## config.mk

```make
export PLATFORM = sky130hd
export DESIGN_NAME = ntt_polymul
export DESIGN_NICKNAME = d
export VERILOG_FILES = /design/src/rtl/ntt_pkg.sv /design/src/rtl/ntt_modmul.sv /design/src/rtl/ntt_butterfly.sv /design/src/rtl/ntt_twiddle_rom.sv /design/src/rtl/ntt_regfile.sv /design/src/rtl/ntt_polymul.sv
export SDC_FILE = /design/constraint.sdc
export NUM_CORES = 2
export LEC_CHECK = 0
export CORE_ASPECT_RATIO = 0.7
export CORE_MARGIN = 5
export CORE_UTILIZATION = 50
export DETAILED_ROUTE_END_ITERATION = 10
export HOLD_SLACK_MARGIN = 0.06
export PLACE_DENSITY_LB_ADDON = 0.2
export RECOVER_POWER = 50
export SETUP_SLACK_MARGIN = 0.05
export SYNTH_ARGS = -nofsm -noshare
export SYNTH_HDL_FRONTEND = slang
export SYNTH_SLANG_ARGS = --single-unit
```

## constraint.sdc

```tcl
create_clock -name clk -period 27 [get_ports clk]
set_clock_uncertainty 0.15 [all_clocks]
set_input_delay 2.7 -clock clk [delete_from_list [all_inputs] [get_ports clk]]
set_output_delay 2.7 -clock clk [all_outputs]
set_load 0.005 [all_outputs]
```

## src/rtl/ntt_pkg.sv

```systemverilog
package ntt_pkg;

   typedef enum logic [2:0] {
      PH_LOAD,
      PH_FWD_A,
      PH_FWD_B,
      PH_PMUL,
      PH_PERM,
      PH_INV,
      PH_UNLOAD,
      PH_DONE
   } phase_t;

   // Square-and-multiply modular exponentiation for elaboration-time constants
   function automatic longint unsigned mod_pow(input longint unsigned base,
                                               input longint unsigned expo,
                                               input longint unsigned m);
      longint unsigned r;
      longint unsigned bb;
      longint unsigned ee;
      r  = 1;
      bb = base % m;
      ee = expo;
      while (ee != 0) begin
         if (ee[0]) r = (r * bb) % m;
         bb = (bb * bb) % m;
         ee = ee >> 1;
      end
      return r;
   endfunction

   // Finds an element of multiplicative order exactly npt (npt a power of two)
   function automatic longint unsigned find_root(input longint unsigned m,
                                                 input longint unsigned npt);
      longint unsigned r;
      longint unsigned h;
      r = 0;
      for (longint unsigned x = 2; (x < m) && (r == 0); x++) begin
         h = mod_pow(x, (m - 1) / npt, m);
         if (mod_pow(h, npt / 2, m) == m - 1) r = h;
      end
      return r;
   endfunction

endpackage

```

## src/rtl/ntt_modmul.sv

```systemverilog
module ntt_modmul #(
   parameter int W = 13,
   parameter int Q = 7681,
   parameter bit USE_BARRETT = 1'b1
) (
   input  logic [W-1:0] a,
   input  logic [W-1:0] b,
   output logic [W-1:0] p
);
   localparam int PW = 2 * W;
   localparam int MW = W + 2;

   logic [PW-1:0] x;
   assign x = PW'(a) * PW'(b);

   generate
      if (USE_BARRETT) begin : g_barrett
         localparam int BK = PW;
         localparam logic [MW-1:0] BM = MW'((64'd1 << BK) / 64'(Q));
         logic [PW+MW-1:0] xm;
         logic [MW-1:0]    qt;
         logic [PW-1:0]    r0;
         logic [PW-1:0]    r1;
         logic [PW-1:0]    r2;
         assign xm = (PW+MW)'(x) * (PW+MW)'(BM);
         assign qt = MW'(xm >> BK);
         // Estimated quotient is low by at most two, so r0 < 3q
         assign r0 = x - PW'(qt) * PW'(Q);
         assign r1 = (r0 >= PW'(Q)) ? r0 - PW'(Q) : r0;
         assign r2 = (r1 >= PW'(Q)) ? r1 - PW'(Q) : r1;
         assign p  = W'(r2);
      end else begin : g_direct
         assign p = W'(x % PW'(Q));
      end
   endgenerate
endmodule

```

## src/rtl/ntt_butterfly.sv

```systemverilog
module ntt_butterfly #(
   parameter int W = 13,
   parameter int Q = 7681,
   parameter bit USE_BARRETT = 1'b1
) (
   input  logic [W-1:0] t,
   input  logic [W-1:0] u,
   input  logic [W-1:0] w,
   output logic [W-1:0] sum,
   output logic [W-1:0] diff
);
   logic [W-1:0] prod;
   logic [W:0]   s_raw;
   logic [W:0]   d_raw;

   ntt_modmul #(.W(W), .Q(Q), .USE_BARRETT(USE_BARRETT)) mul_i (
      .a(u),
      .b(w),
      .p(prod)
   );

   assign s_raw = {1'b0, t} + {1'b0, prod};
   // q is added first so the difference never goes below zero
   assign d_raw = {1'b0, t} + (W+1)'(Q) - {1'b0, prod};
   assign sum   = (s_raw >= (W+1)'(Q)) ? W'(s_raw - (W+1)'(Q)) : W'(s_raw);
   assign diff  = (d_raw >= (W+1)'(Q)) ? W'(d_raw - (W+1)'(Q)) : W'(d_raw);
endmodule

```

## src/rtl/ntt_twiddle_rom.sv

```systemverilog
module ntt_twiddle_rom #(
   parameter int W = 13,
   parameter int N_PT = 32,
   parameter int Q = 7681,
   localparam int IW = $clog2(N_PT) - 1
) (
   input  logic [IW-1:0] idx,
   input  logic          inv,
   output logic [W-1:0]  w
);
   localparam int HALF = N_PT / 2;
   localparam longint unsigned ROOT     = ntt_pkg::find_root(64'(Q), 64'(N_PT));
   localparam longint unsigned ROOT_INV = ntt_pkg::mod_pow(ROOT, 64'(N_PT - 1), 64'(Q));

   if (ROOT == 0) begin : g_no_root
      $fatal(1, "no primitive root of the requested order exists for this modulus");
   end

   logic [W-1:0] fwd_tab [HALF];
   logic [W-1:0] inv_tab [HALF];

   for (genvar gi = 0; gi < HALF; gi++) begin : g_tab
      assign fwd_tab[gi] = W'(ntt_pkg::mod_pow(ROOT, 64'(gi), 64'(Q)));
      assign inv_tab[gi] = W'(ntt_pkg::mod_pow(ROOT_INV, 64'(gi), 64'(Q)));
   end

   assign w = inv ? inv_tab[idx] : fwd_tab[idx];
endmodule

```

## src/rtl/ntt_regfile.sv

```systemverilog
module ntt_regfile #(
   parameter int W = 13,
   parameter int DEPTH = 32,
   localparam int AW = $clog2(DEPTH)
) (
   input  logic          clk,
   input  logic          rst_n,
   input  logic          clr,
   input  logic          we0,
   input  logic [AW-1:0] wa0,
   input  logic [W-1:0]  wd0,
   input  logic          we1,
   input  logic [AW-1:0] wa1,
   input  logic [W-1:0]  wd1,
   input  logic [AW-1:0] ra0,
   input  logic [AW-1:0] ra1,
   output logic [W-1:0]  rd0,
   output logic [W-1:0]  rd1
);
   logic [W-1:0] mem [DEPTH];

   always_ff @(posedge clk or negedge rst_n) begin
      if (!rst_n) begin
         for (int i = 0; i < DEPTH; i++) mem[i] <= '0;
      end else if (clr) begin
         for (int i = 0; i < DEPTH; i++) mem[i] <= '0;
      end else begin
         if (we0) mem[wa0] <= wd0;
         if (we1) mem[wa1] <= wd1;
      end
   end

   assign rd0 = mem[ra0];
   assign rd1 = mem[ra1];

   // the two write ports never target one entry in the same cycle
   assert_port_conflict_R4: assert property (@(posedge clk) disable iff (!rst_n)
      (we0 && we1) |-> (wa0 != wa1));
endmodule

```

## src/rtl/ntt_polymul.sv

```systemverilog
module ntt_polymul #(
   parameter int W = 13,
   parameter int N_COEF = 16,
   parameter int Q = 7681,
   parameter bit REDUCE_BARRETT = 1'b1
) (
   input  logic         clk,
   input  logic         rst_n,
   input  logic         in_valid,
   output logic         in_ready,
   input  logic [W-1:0] in_a,
   input  logic [W-1:0] in_b,
   output logic         out_valid,
   input  logic         out_ready,
   output logic [W-1:0] out_data,
   output logic         done
);
   import ntt_pkg::*;

   localparam int N_PT    = 2 * N_COEF;
   localparam int LOGN    = $clog2(N_PT);
   localparam int IW      = LOGN - 1;
   localparam int HALF    = N_PT / 2;
   localparam int SW      = $clog2(LOGN);
   localparam int OUT_CNT = 2 * N_COEF - 1;
   localparam logic [W-1:0] NINV = W'(mod_pow(64'(N_PT), 64'(Q - 2), 64'(Q)));

   if (N_COEF < 2 || (N_COEF & (N_COEF - 1)) != 0) begin : g_bad_n
      $fatal(1, "N_COEF must be a power of two of at least 2");
   end
   if (Q >= (1 << W) || Q < 3) begin : g_bad_q
      $fatal(1, "modulus does not fit the coefficient width");
   end
   if (((Q - 1) % N_PT) != 0) begin : g_bad_order
      $fatal(1, "q-1 must be divisible by the transform length");
   end

   function automatic logic [LOGN-1:0] bit_rev(input logic [LOGN-1:0] x);
      logic [LOGN-1:0] r;
      for (int i = 0; i < LOGN; i++) r[i] = x[LOGN-1-i];
      return r;
   endfunction

   phase_t          phase;
   logic [LOGN-1:0] cnt;
   logic [SW-1:0]   stage;

   logic in_fire;
   logic out_fire;
   logic ntt_active;
   assign in_fire    = in_valid && in_ready;
   assign out_fire   = out_valid && out_ready;
   assign ntt_active = (phase == PH_FWD_A) || (phase == PH_FWD_B) || (phase == PH_INV);

   // butterfly address generation (decimation in time, bit-reversed input)
   logic [LOGN-1:0] jmask;
   logic [LOGN-1:0] jpart;
   logic [LOGN-1:0] top_a;
   logic [LOGN-1:0] bot_a;
   logic [LOGN-1:0] rev_cnt;
   logic [IW-1:0]   tw_idx;
   logic [W-1:0]    tw;

   assign jmask   = (LOGN'(1) << stage) - LOGN'(1);
   assign jpart   = cnt & jmask;
   assign top_a   = ((cnt >> stage) << (int'(stage) + 1)) | jpart;
   assign bot_a   = top_a | (LOGN'(1) << stage);
   assign rev_cnt = bit_rev(cnt);
   assign tw_idx  = IW'(jpart << (LOGN - 1 - int'(stage)));

   ntt_twiddle_rom #(.W(W), .N_PT(N_PT), .Q(Q)) rom_i (
      .idx(tw_idx),
      .inv(phase == PH_INV),
      .w  (tw)
   );

   // memories
   logic [LOGN-1:0] ra0, ra1;
   logic [W-1:0]    a_rd0, a_rd1, b_rd0, b_rd1;
   logic            a_we0, a_we1, b_we0, b_we1;
   logic [LOGN-1:0] a_wa0, a_wa1, b_wa0, b_wa1;
   logic [W-1:0]    a_wd0, a_wd1, b_wd0, b_wd1;
   logic            mem_clr;

   assign ra0     = ntt_active ? top_a : cnt;
   assign ra1     = ntt_active ? bot_a : rev_cnt;
   assign mem_clr = (phase == PH_DONE);

   ntt_regfile #(.W(W), .DEPTH(N_PT)) bank_a_i (
      .clk(clk), .rst_n(rst_n), .clr(mem_clr),
      .we0(a_we0), .wa0(a_wa0), .wd0(a_wd0),
      .we1(a_we1), .wa1(a_wa1), .wd1(a_wd1),
      .ra0(ra0), .ra1(ra1), .rd0(a_rd0), .rd1(a_rd1)
   );

   ntt_regfile #(.W(W), .DEPTH(N_PT)) bank_b_i (
      .clk(clk), .rst_n(rst_n), .clr(mem_clr),
      .we0(b_we0), .wa0(b_wa0), .wd0(b_wd0),
      .we1(b_we1), .wa1(b_wa1), .wd1(b_wd1),
      .ra0(ra0), .ra1(ra1), .rd0(b_rd0), .rd1(b_rd1)
   );

   // shared arithmetic core
   logic [W-1:0] bf_t, bf_u, bf_w, bf_sum, bf_diff;

   always_comb begin
      bf_t = a_rd0;
      bf_u = a_rd1;
      bf_w = tw;
      case (phase)
         PH_FWD_B: begin
            bf_t = b_rd0;
            bf_u = b_rd1;
         end
         PH_PMUL: begin
            bf_t = '0;
            bf_u = a_rd0;
            bf_w = b_rd0;
         end
         PH_UNLOAD: begin
            bf_t = '0;
            bf_u = a_rd0;
            bf_w = NINV;
         end
         default: ;
      endcase
   end

   ntt_butterfly #(.W(W), .Q(Q), .USE_BARRETT(REDUCE_BARRETT)) bf_i (
      .t(bf_t), .u(bf_u), .w(bf_w), .sum(bf_sum), .diff(bf_diff)
   );

   // write steering
   always_comb begin
      a_we0 = 1'b0;  a_we1 = 1'b0;  b_we0 = 1'b0;  b_we1 = 1'b0;
      a_wa0 = ra0;   a_wa1 = ra1;   b_wa0 = ra0;   b_wa1 = ra1;
      a_wd0 = bf_sum; a_wd1 = bf_diff; b_wd0 = bf_sum; b_wd1 = bf_diff;
      case (phase)
         PH_LOAD: begin
            a_we0 = in_fire;
            b_we0 = in_fire;
            a_wa0 = rev_cnt;
            b_wa0 = rev_cnt;
            a_wd0 = in_a;
            b_wd0 = in_b;
         end
         PH_FWD_A, PH_INV: begin
            a_we0 = 1'b1;
            a_we1 = 1'b1;
         end
         PH_FWD_B: begin
            b_we0 = 1'b1;
            b_we1 = 1'b1;
         end
         PH_PMUL: a_we0 = 1'b1;
         PH_PERM: begin
            a_we0 = (cnt < rev_cnt);
            a_we1 = (cnt < rev_cnt);
            a_wd0 = a_rd1;
            a_wd1 = a_rd0;
         end
         default: ;
      endcase
   end

   // sequencing
   phase_t ntt_next;
   always_comb begin
      case (phase)
         PH_FWD_A: ntt_next = PH_FWD_B;
         PH_FWD_B: ntt_next = PH_PMUL;
         default:  ntt_next = PH_UNLOAD;
      endcase
   end

   always_ff @(posedge clk or negedge rst_n) begin
      if (!rst_n) begin
         phase <= PH_LOAD;
         cnt   <= '0;
         stage <= '0;
      end else begin
         case (phase)
            PH_LOAD: begin
               if (in_fire) begin
                  if (cnt == LOGN'(N_COEF - 1)) begin
                     phase <= PH_FWD_A;
                     cnt   <= '0;
                     stage <= '0;
                  end else begin
                     cnt <= cnt + 1'b1;
                  end
               end
            end
            PH_FWD_A, PH_FWD_B, PH_INV: begin
               if (cnt == LOGN'(HALF - 1)) begin
                  cnt <= '0;
                  if (stage == SW'(LOGN - 1)) begin
                     stage <= '0;
                     phase <= ntt_next;
                  end else begin
                     stage <= stage + 1'b1;
                  end
               end else begin
                  cnt <= cnt + 1'b1;
               end
            end
            PH_PMUL: begin
               cnt <= cnt + 1'b1;
               if (cnt == LOGN'(N_PT - 1)) phase <= PH_PERM;
            end
            PH_PERM: begin
               cnt <= cnt + 1'b1;
               if (cnt == LOGN'(N_PT - 1)) phase <= PH_INV;
            end
            PH_UNLOAD: begin
               if (out_fire) begin
                  if (cnt == LOGN'(OUT_CNT - 1)) begin
                     phase <= PH_DONE;
                     cnt   <= '0;
                  end else begin
                     cnt <= cnt + 1'b1;
                  end
               end
            end
            default: begin
               phase <= PH_LOAD;
               cnt   <= '0;
            end
         endcase
      end
   end

   assign in_ready  = (phase == PH_LOAD);
   assign out_valid = (phase == PH_UNLOAD);
   assign out_data  = bf_sum;
   assign done      = (phase == PH_DONE);

   // the final input beat closes the input port
   assert_load_closes_R2: assert property (@(posedge clk) disable iff (!rst_n)
      (in_fire && cnt == LOGN'(N_COEF - 1)) |=> !in_ready);

   // operands are expected already reduced
   assert_input_range_R4: assert property (@(posedge clk) disable iff (!rst_n)
      in_fire |-> (in_a < W'(Q) && in_b < W'(Q)));

   // butterfly results stay reduced during every transform stage
   assert_bf_reduced_R5: assert property (@(posedge clk) disable iff (!rst_n)
      ntt_active |-> (bf_sum < W'(Q) && bf_diff < W'(Q)));

   // emitted coefficients are reduced
   assert_out_reduced_R5: assert property (@(posedge clk) disable iff (!rst_n)
      out_valid |-> (out_data < W'(Q)));

   // a stalled output beat is held
   assert_hold_stall_R6: assert property (@(posedge clk) disable iff (!rst_n)
      (out_valid && !out_ready) |=> (out_valid && $stable(out_data)));

   // done is a single pulse followed by an open input port
   assert_done_pulse_R7: assert property (@(posedge clk) disable iff (!rst_n)
      done |=> (!done && in_ready));
endmodule

```

# == After elaboration in Yosys (flattened, before gate mapping) ==
# Memories as Yosys holds them, arrays and structs flattened.
# Cells that the tools add are included.
# totals
inputBits,30
rom_bits,416
mem_count,2
ff_bits,843
wordCells,212
# op_classes
magnitude_cmp,11
addsub,13
reduce_logical,16
n_mux,70
mul,3
shift,4
bitwise_logic,7
eq_ne,19
# memory_table
memory,depth,word_bits,rd,rd_clocked_by_memory_dff,write_ports,line,text
(name not given),16,13,1,0,0,ntt_twiddle_rom.sv:27,assign w = inv ? inv_tab[idx] : fwd_tab[idx];
(name not given),16,13,1,0,0,ntt_twiddle_rom.sv:27,
# op_table
cell,count
two-way mux 416 bit,8
bitwise mux 416 bit,4
binary-select mux 13 bit (select 5 bit),4
two-way mux 13 bit,20
demux 13 bit (select 5 bit),2
case mux 13 bit (2 select lines),4
greater-or-equal comparator 26 x 13 -> 1 bit (second input constant),2
subtractor 13 bit (second input constant),3
two-way mux 3 bit,12
multiplier 26 x 9 -> 35 bit (second input constant),1
two-way mux 5 bit,7
left shift 5 x 32 -> 4 bit,1
greater-or-equal comparator 14 x 13 -> 1 bit (second input constant),2
multiplier 13 x 13 -> 26 bit,1
multiplier 14 x 13 -> 26 bit (second input constant),1
two-way mux 26 bit,1
subtractor 26 x 13 -> 26 bit (second input constant),1
subtractor 26 bit,1
case mux 5 bit (4 select lines),1
greater-or-equal comparator 6 bit (second input constant),3
NOT 5 -> 6 bit,3
equality test 3 bit (second input constant),5
case mux 3 bit (5 select lines),1
adder 13 x 13 -> 14 bit,1
35 further kinds,54

# == Depth between registers and ports, before layout ==
# depth
word_depth,29
depth_mapped,123

# == By module ==
# From an unflattened synthesis, not the netlist that was laid out.
# hier_totals
hier_cells,8317
area_unflattened_um2,74562.8
# modules_own_cells
mod,seq_area_each_um2,area_per_inst_um2,instances,cells_each
ntt_regfile at bank_b_i,10410.0,28169.5,1,2993
ntt_regfile at bank_a_i,10410.0,28164.5,1,2992
ntt_modmul,0.0,12029.0,1,1444
ntt_polymul,275.3,3012.9,1,441
ntt_butterfly,0.0,2457.4,1,335
ntt_twiddle_rom,0.0,729.4,1,112

# == Worst setup path after synthesis ==
# OpenSTA, ideal clock, no wires.
# synth_timing
path_type,reg2out
start,reg stage[0]
end,out out_data[6]
arrival_time_ns,22.876
n_path_buf,9
slack_ns,1.274
path_stages_with_launch,107
t_required_ns,24.150
cell_sequence,dfrtp_1 > buf_4 > inv_1 > ha_1 > nand2b_1 > o311a_1 > o21ai_4 > buf_2 > clkbuf_1 > buf_1 > clkbuf_1 > buf_1 > clkbuf_1 > nand2_1 > a31oi_1 > o22ai_1 > a2111oi_0 > nand2_1 > [... 71 more ...] > xnor2_1 > inv_1 > ha_1 > fa_1 > a21o_1 > a21oi_1 > o21bai_1 > a21oi_1 > o21bai_1 > a21oi_1 > o21bai_1 > a21oi_1 > o21bai_1 > a21oi_1 > xnor2_1 > nand3_1 > a2111oi_0 > xor2_1
# synth_via
elab_chain_cells,22
elab_cells_between_ends,51
classes_between,add/sub (8); mul (3); order compare (3); shift (4); mux (25); bitwise (6); memory (2)
# synth_rtl
item,line,text
from (decl),ntt_polymul.sv:46,logic [SW-1:0] stage;
from (signal assigned),ntt_polymul.sv:201,stage <= stage + 1'b1;
"parallel branches: the longest is 19 deep, another holds multiplier 26 x 9 -> 35 bit",-,
adder 13 x 13 -> 14 bit *,ntt_butterfly.sv:22,"assign s_raw = {1'b0, t} + {1'b0, prod};"
subtractor 13 bit / greater-or-equal comparator 14 x 13 -> 1 bit (equally long branches),ntt_butterfly.sv:25,assign sum = (s_raw >= (W+1)'(Q)) ? W'(s_raw - (W+1)'(Q)) : W'(s_raw);
two-way mux 13 bit *,ntt_butterfly.sv:25,
to (decl),ntt_polymul.sv:15,"output logic [W-1:0] out_data,"
# Mark *: on every way between the ends. The select of a mux whose other input is x is not followed.

# == Worst setup path after layout ==
# layout_timing
start,reg stage[0]
end,out out_data[11]
# The elaborated chain is that of the path after synthesis.

==> qor_table.md <==
| Result | Reported | Unit |
|:---|:---|:---|
| Standard cell core area | 148100 | sq um |
| Die width | 471.5 | um |
| Net count reported at finish | 10180 | - |
| Mean instance size in the synthesized netlist | 7.643 | sq um |
| Data required time of the worst path | 24.15 | ns |
| CTS tree | done | - |
| Count of boundary I/O pins | 46 | - |
| Run status | complete, but fails checks | - |
| Number of enable flip-flop cells after synthesis | 0 | - |
| Distinct cells, synth | 109 | - |
| Total instance count after detailed placement | 11460 | - |
| Met1 routing resource usage after global routing | 59.21 | % |
| Sort of element at the end of the critical path | primary output | - |
| Antenna violations before repair | 13 | - |
| First DRT Iteration DRCs | 14340 | - |
| Total global routing overflow | 0 | - |
| Met2 GRT Util | 55.87 | % |
| H-tree Lvls | 3 | - |
| Vias in the first global route | 73480 | - |
| Fin. Hold Viols | 0 | - |
| Final GP Congestion | 1.067 | - |
| Period utilization | 96.75 | % |
| Type of the worst min-delay path | flop to flop | - |
| Setup slack, reg-to-reg | 2.31 | ns |
| Count of warnings emitted by yosys | 0 | - |
| Post-layout minimum cycle time | 26.12 | ns |
| Final setup violating endpoints | 0 | - |
| Max-slew violation count | 862 | - |
| Post-route ant nets | 0 | - |
| Most common cell type on the critical path | fa_1 | - |
| Cell count after synthesis | 9752 | - |
| Final routed DRC violation total | 29 | - |
| Final Instance Area | 85240 | sq um |
| Achievable Freq | 38.28 | MHz |
| DIE AREA | 157000 | sq um |
| Synth-to-layout area growth | 14.35 | % |
| Maximum root-to-sink buffer count | 3 | - |
| Ranking of synthesized cells by area | dfrtp_1, nand2_1, mux2i_1 | - |
| IO buf count | 45 | - |
| Half-perimeter wire length after detailed placement | 240.7 | mm |
| Setup crit start kind | flop | - |
| Post-detailed-route wirelength per cell | 30.41 | um |
| Most used cells in the layout excluding fill and tap cells | nand2_1, nor2_1, a211oi_1 | - |
| Synthesis-stage register bit count | 843 | - |
| DRT Wirelength | 357.0 | mm |
| Clock-pin slew on the worst setup and hold paths | 0.07 | ns |
| Clock Root Buffer | clkbuf_16 | - |
| Vias per cell | 6.847 | - |
| Placement Rows | 118 | - |
| Hold buffers post-CTS | 0 | - |
| Largest area contributor in the netlist | dfrtp_1 | - |
| Maximum Capacitance Violations | 10 | - |
| Number of clock buffers inserted by TritonCTS | 94 | - |
| Data arrival time of the critical path | 23.27 | ns |
| Clock tree sinks | 843 | - |
| Proportion of synthesized chip area in sequential cells | 28.30 | % |
| GR Util met3 | 19.75 | % |
| Number of search-and-repair iterations in the first detailed-routing pass | 11 | - |
| Most used routing layer in global routing | met1 | - |
| Max incr delay on CP | 0.59 | ns |
| Worst Path Max Fanout | 18 | - |
| Non-filler cells, final | 11740 | - |
| Die Y | 333.0 | um |
| Tot GR Track Use | 42.63 | % |
| Violations in the final reports | DRC, capacitance limit, slew limit | - |
| Maximum number of pins on one net before global-route repair | 163 | - |
| Total number of vias | 80390 | - |
| Tightest slew margin relative to the limit | -496.2 | % |
| Share of post-route cells with drive strength above 1 | 12.17 | % |
| Total cell area at the placement stage | 79630 | sq um |
| Initial standard-cell utilization of the core | 50.34 | % |
| Slowest stage cell, crit path | or4b_4 | - |
| Fraction of registers with async set or reset after synthesis | 100.0 | % |
| Worst-skew pair later-pin latency | 0.78 | ns |
| Netlist Area Pre-Place | 74540 | sq um |
| Worst Max-Slew Pin Slew | 8.943 | ns |
| Portion of synthesized cell area occupied by the leading cell type | 28.30 | % |
| Crit Path Category | flop to primary output | - |
| Leading cell type in the layout, fill and taps excluded | nand2_1 | - |
| Flip-flop cell with the highest count after synthesis | dfrtp_1 | - |
| Tightest hold margin | 0.4890 | ns |
| Total nets after synthesis | 10260 | - |
| First-pass GRT wire length | 507.7 | mm |
## worst max-delay path, delay by kind of cell (launching register included)
family	cells	cell delay [ns]
AOI/OAI and AO/OA	33	6.55
xor gates and xnor gates	7	1.02
adders and majority gates	20	7.46
buffers and inverters	17	2.56
DFF	1	0.48
and+or+nand+nor	20	4.45
## registers in the layout (all words and copies together), names as in the netlist
| register | count |
|---|---|
| phase | 3 |
| bank_b_i.mem | 416 |
| bank_a_i.mem | 416 |
| cnt | 5 |
| stage | 3 |
## routing by layer
metal | part of all wire [%] | vias to the layer above | routed length [um]
met5 | 0.12 | - | 437
met4 | 5.8 | 20 | 20630
met3 | 17 | 1270 | 60680
met2 | 38 | 6515 | 134300
met1 | 39 | 38570 | 141000
li1 | - | 34020 | -
## path summary, 6_finish.rpt
kind	startpoint	end	cells after the start
worst min-delay path	bank_b_i.mem[390]	bank_b_i.mem[390]	2
max in group asynchronous	rst_n	bank_b_i.mem[1]	4
min in group asynchronous	rst_n	bank_a_i.mem[359]	1
worst max-delay path	stage[0]	out_data[11]	97
worst min register to register	bank_b_i.mem[390]	bank_b_i.mem[390]	2
worst max register to register	stage[0]	bank_a_i.mem[194]	106
## cells in the mapped netlist (24+ instances only)
cell      count
nand2b_1     69
buf_1       129
mux2i_1     710
nor2b_1      62
a21o_1       36
buf_2        25
a211oi_1    863
o211ai_1    116
o21ai_0     154
xnor2_1     100
nand2_1    2024
a211o_1      28
and2_1       56
dfrtp_1     843
and3_1      236
a31oi_1     178
nor2_1     1026
ha_1        304
a221oi_1     24
clkbuf_1    732
o22ai_1      39
inv_1       373
nor3_1       81
xor2_1       50
fa_1        176
a21oi_1     293
nand3_1     566
o21bai_1     32
a311oi_1     97
or2_2        29
## cells by family after synthesis
family                     count (synthesis)  share of synthesized area (%)
DFF                                      843                          28.30
xor gates and xnor gates                 151                          1.784
and+or+nand+nor                         4233                          24.35
buffers and inverters                   1268                          6.478
adders and majority gates                480                          9.830
AOI/OAI and AO/OA                       2054                          19.47
muxes                                    723                          9.783
## final cells by class
class                           count  area [sq um]
Fill cell                       13500         62850
Multi-Input combinational cell   7645         50540
Sequential cell                   843         21100
Timing Repair Buffer              713          6415
Clock buffer                      135          2749
Tap cell                         1980          2477
Inverter                          375          1411
Clock inverter                     35         515.5
Antenna cell                       14         35.03
## per-stage QoR
stage / worst slack (ns) / util [%] / TNS (ns)
2_1_floorplan: 1.274 / - / 0
3_3_place_gp: 0.1143 / 53.78 / 0
3_5_place_dp: 0.03113 / 53.78 / 0
4_1_cts: 0.05617 / 56.24 / 0
5_1_grt: -0.1499 / 57.55 / -0.7506
6_report: 0.8768 / 57.56 / 0
## what timing repair did
action | CTS | global route
resized for setup | 44 | 240
setup buffers | 9 | 64
endpoints found under the setup margin | 13 | 630
pin swaps | 6 | 53
gates cloned | 4 | 16
Power is left out: the tool's default activity adds up to more than one toggle a clock period on the data nets, which glitch-free logic cannot reach.
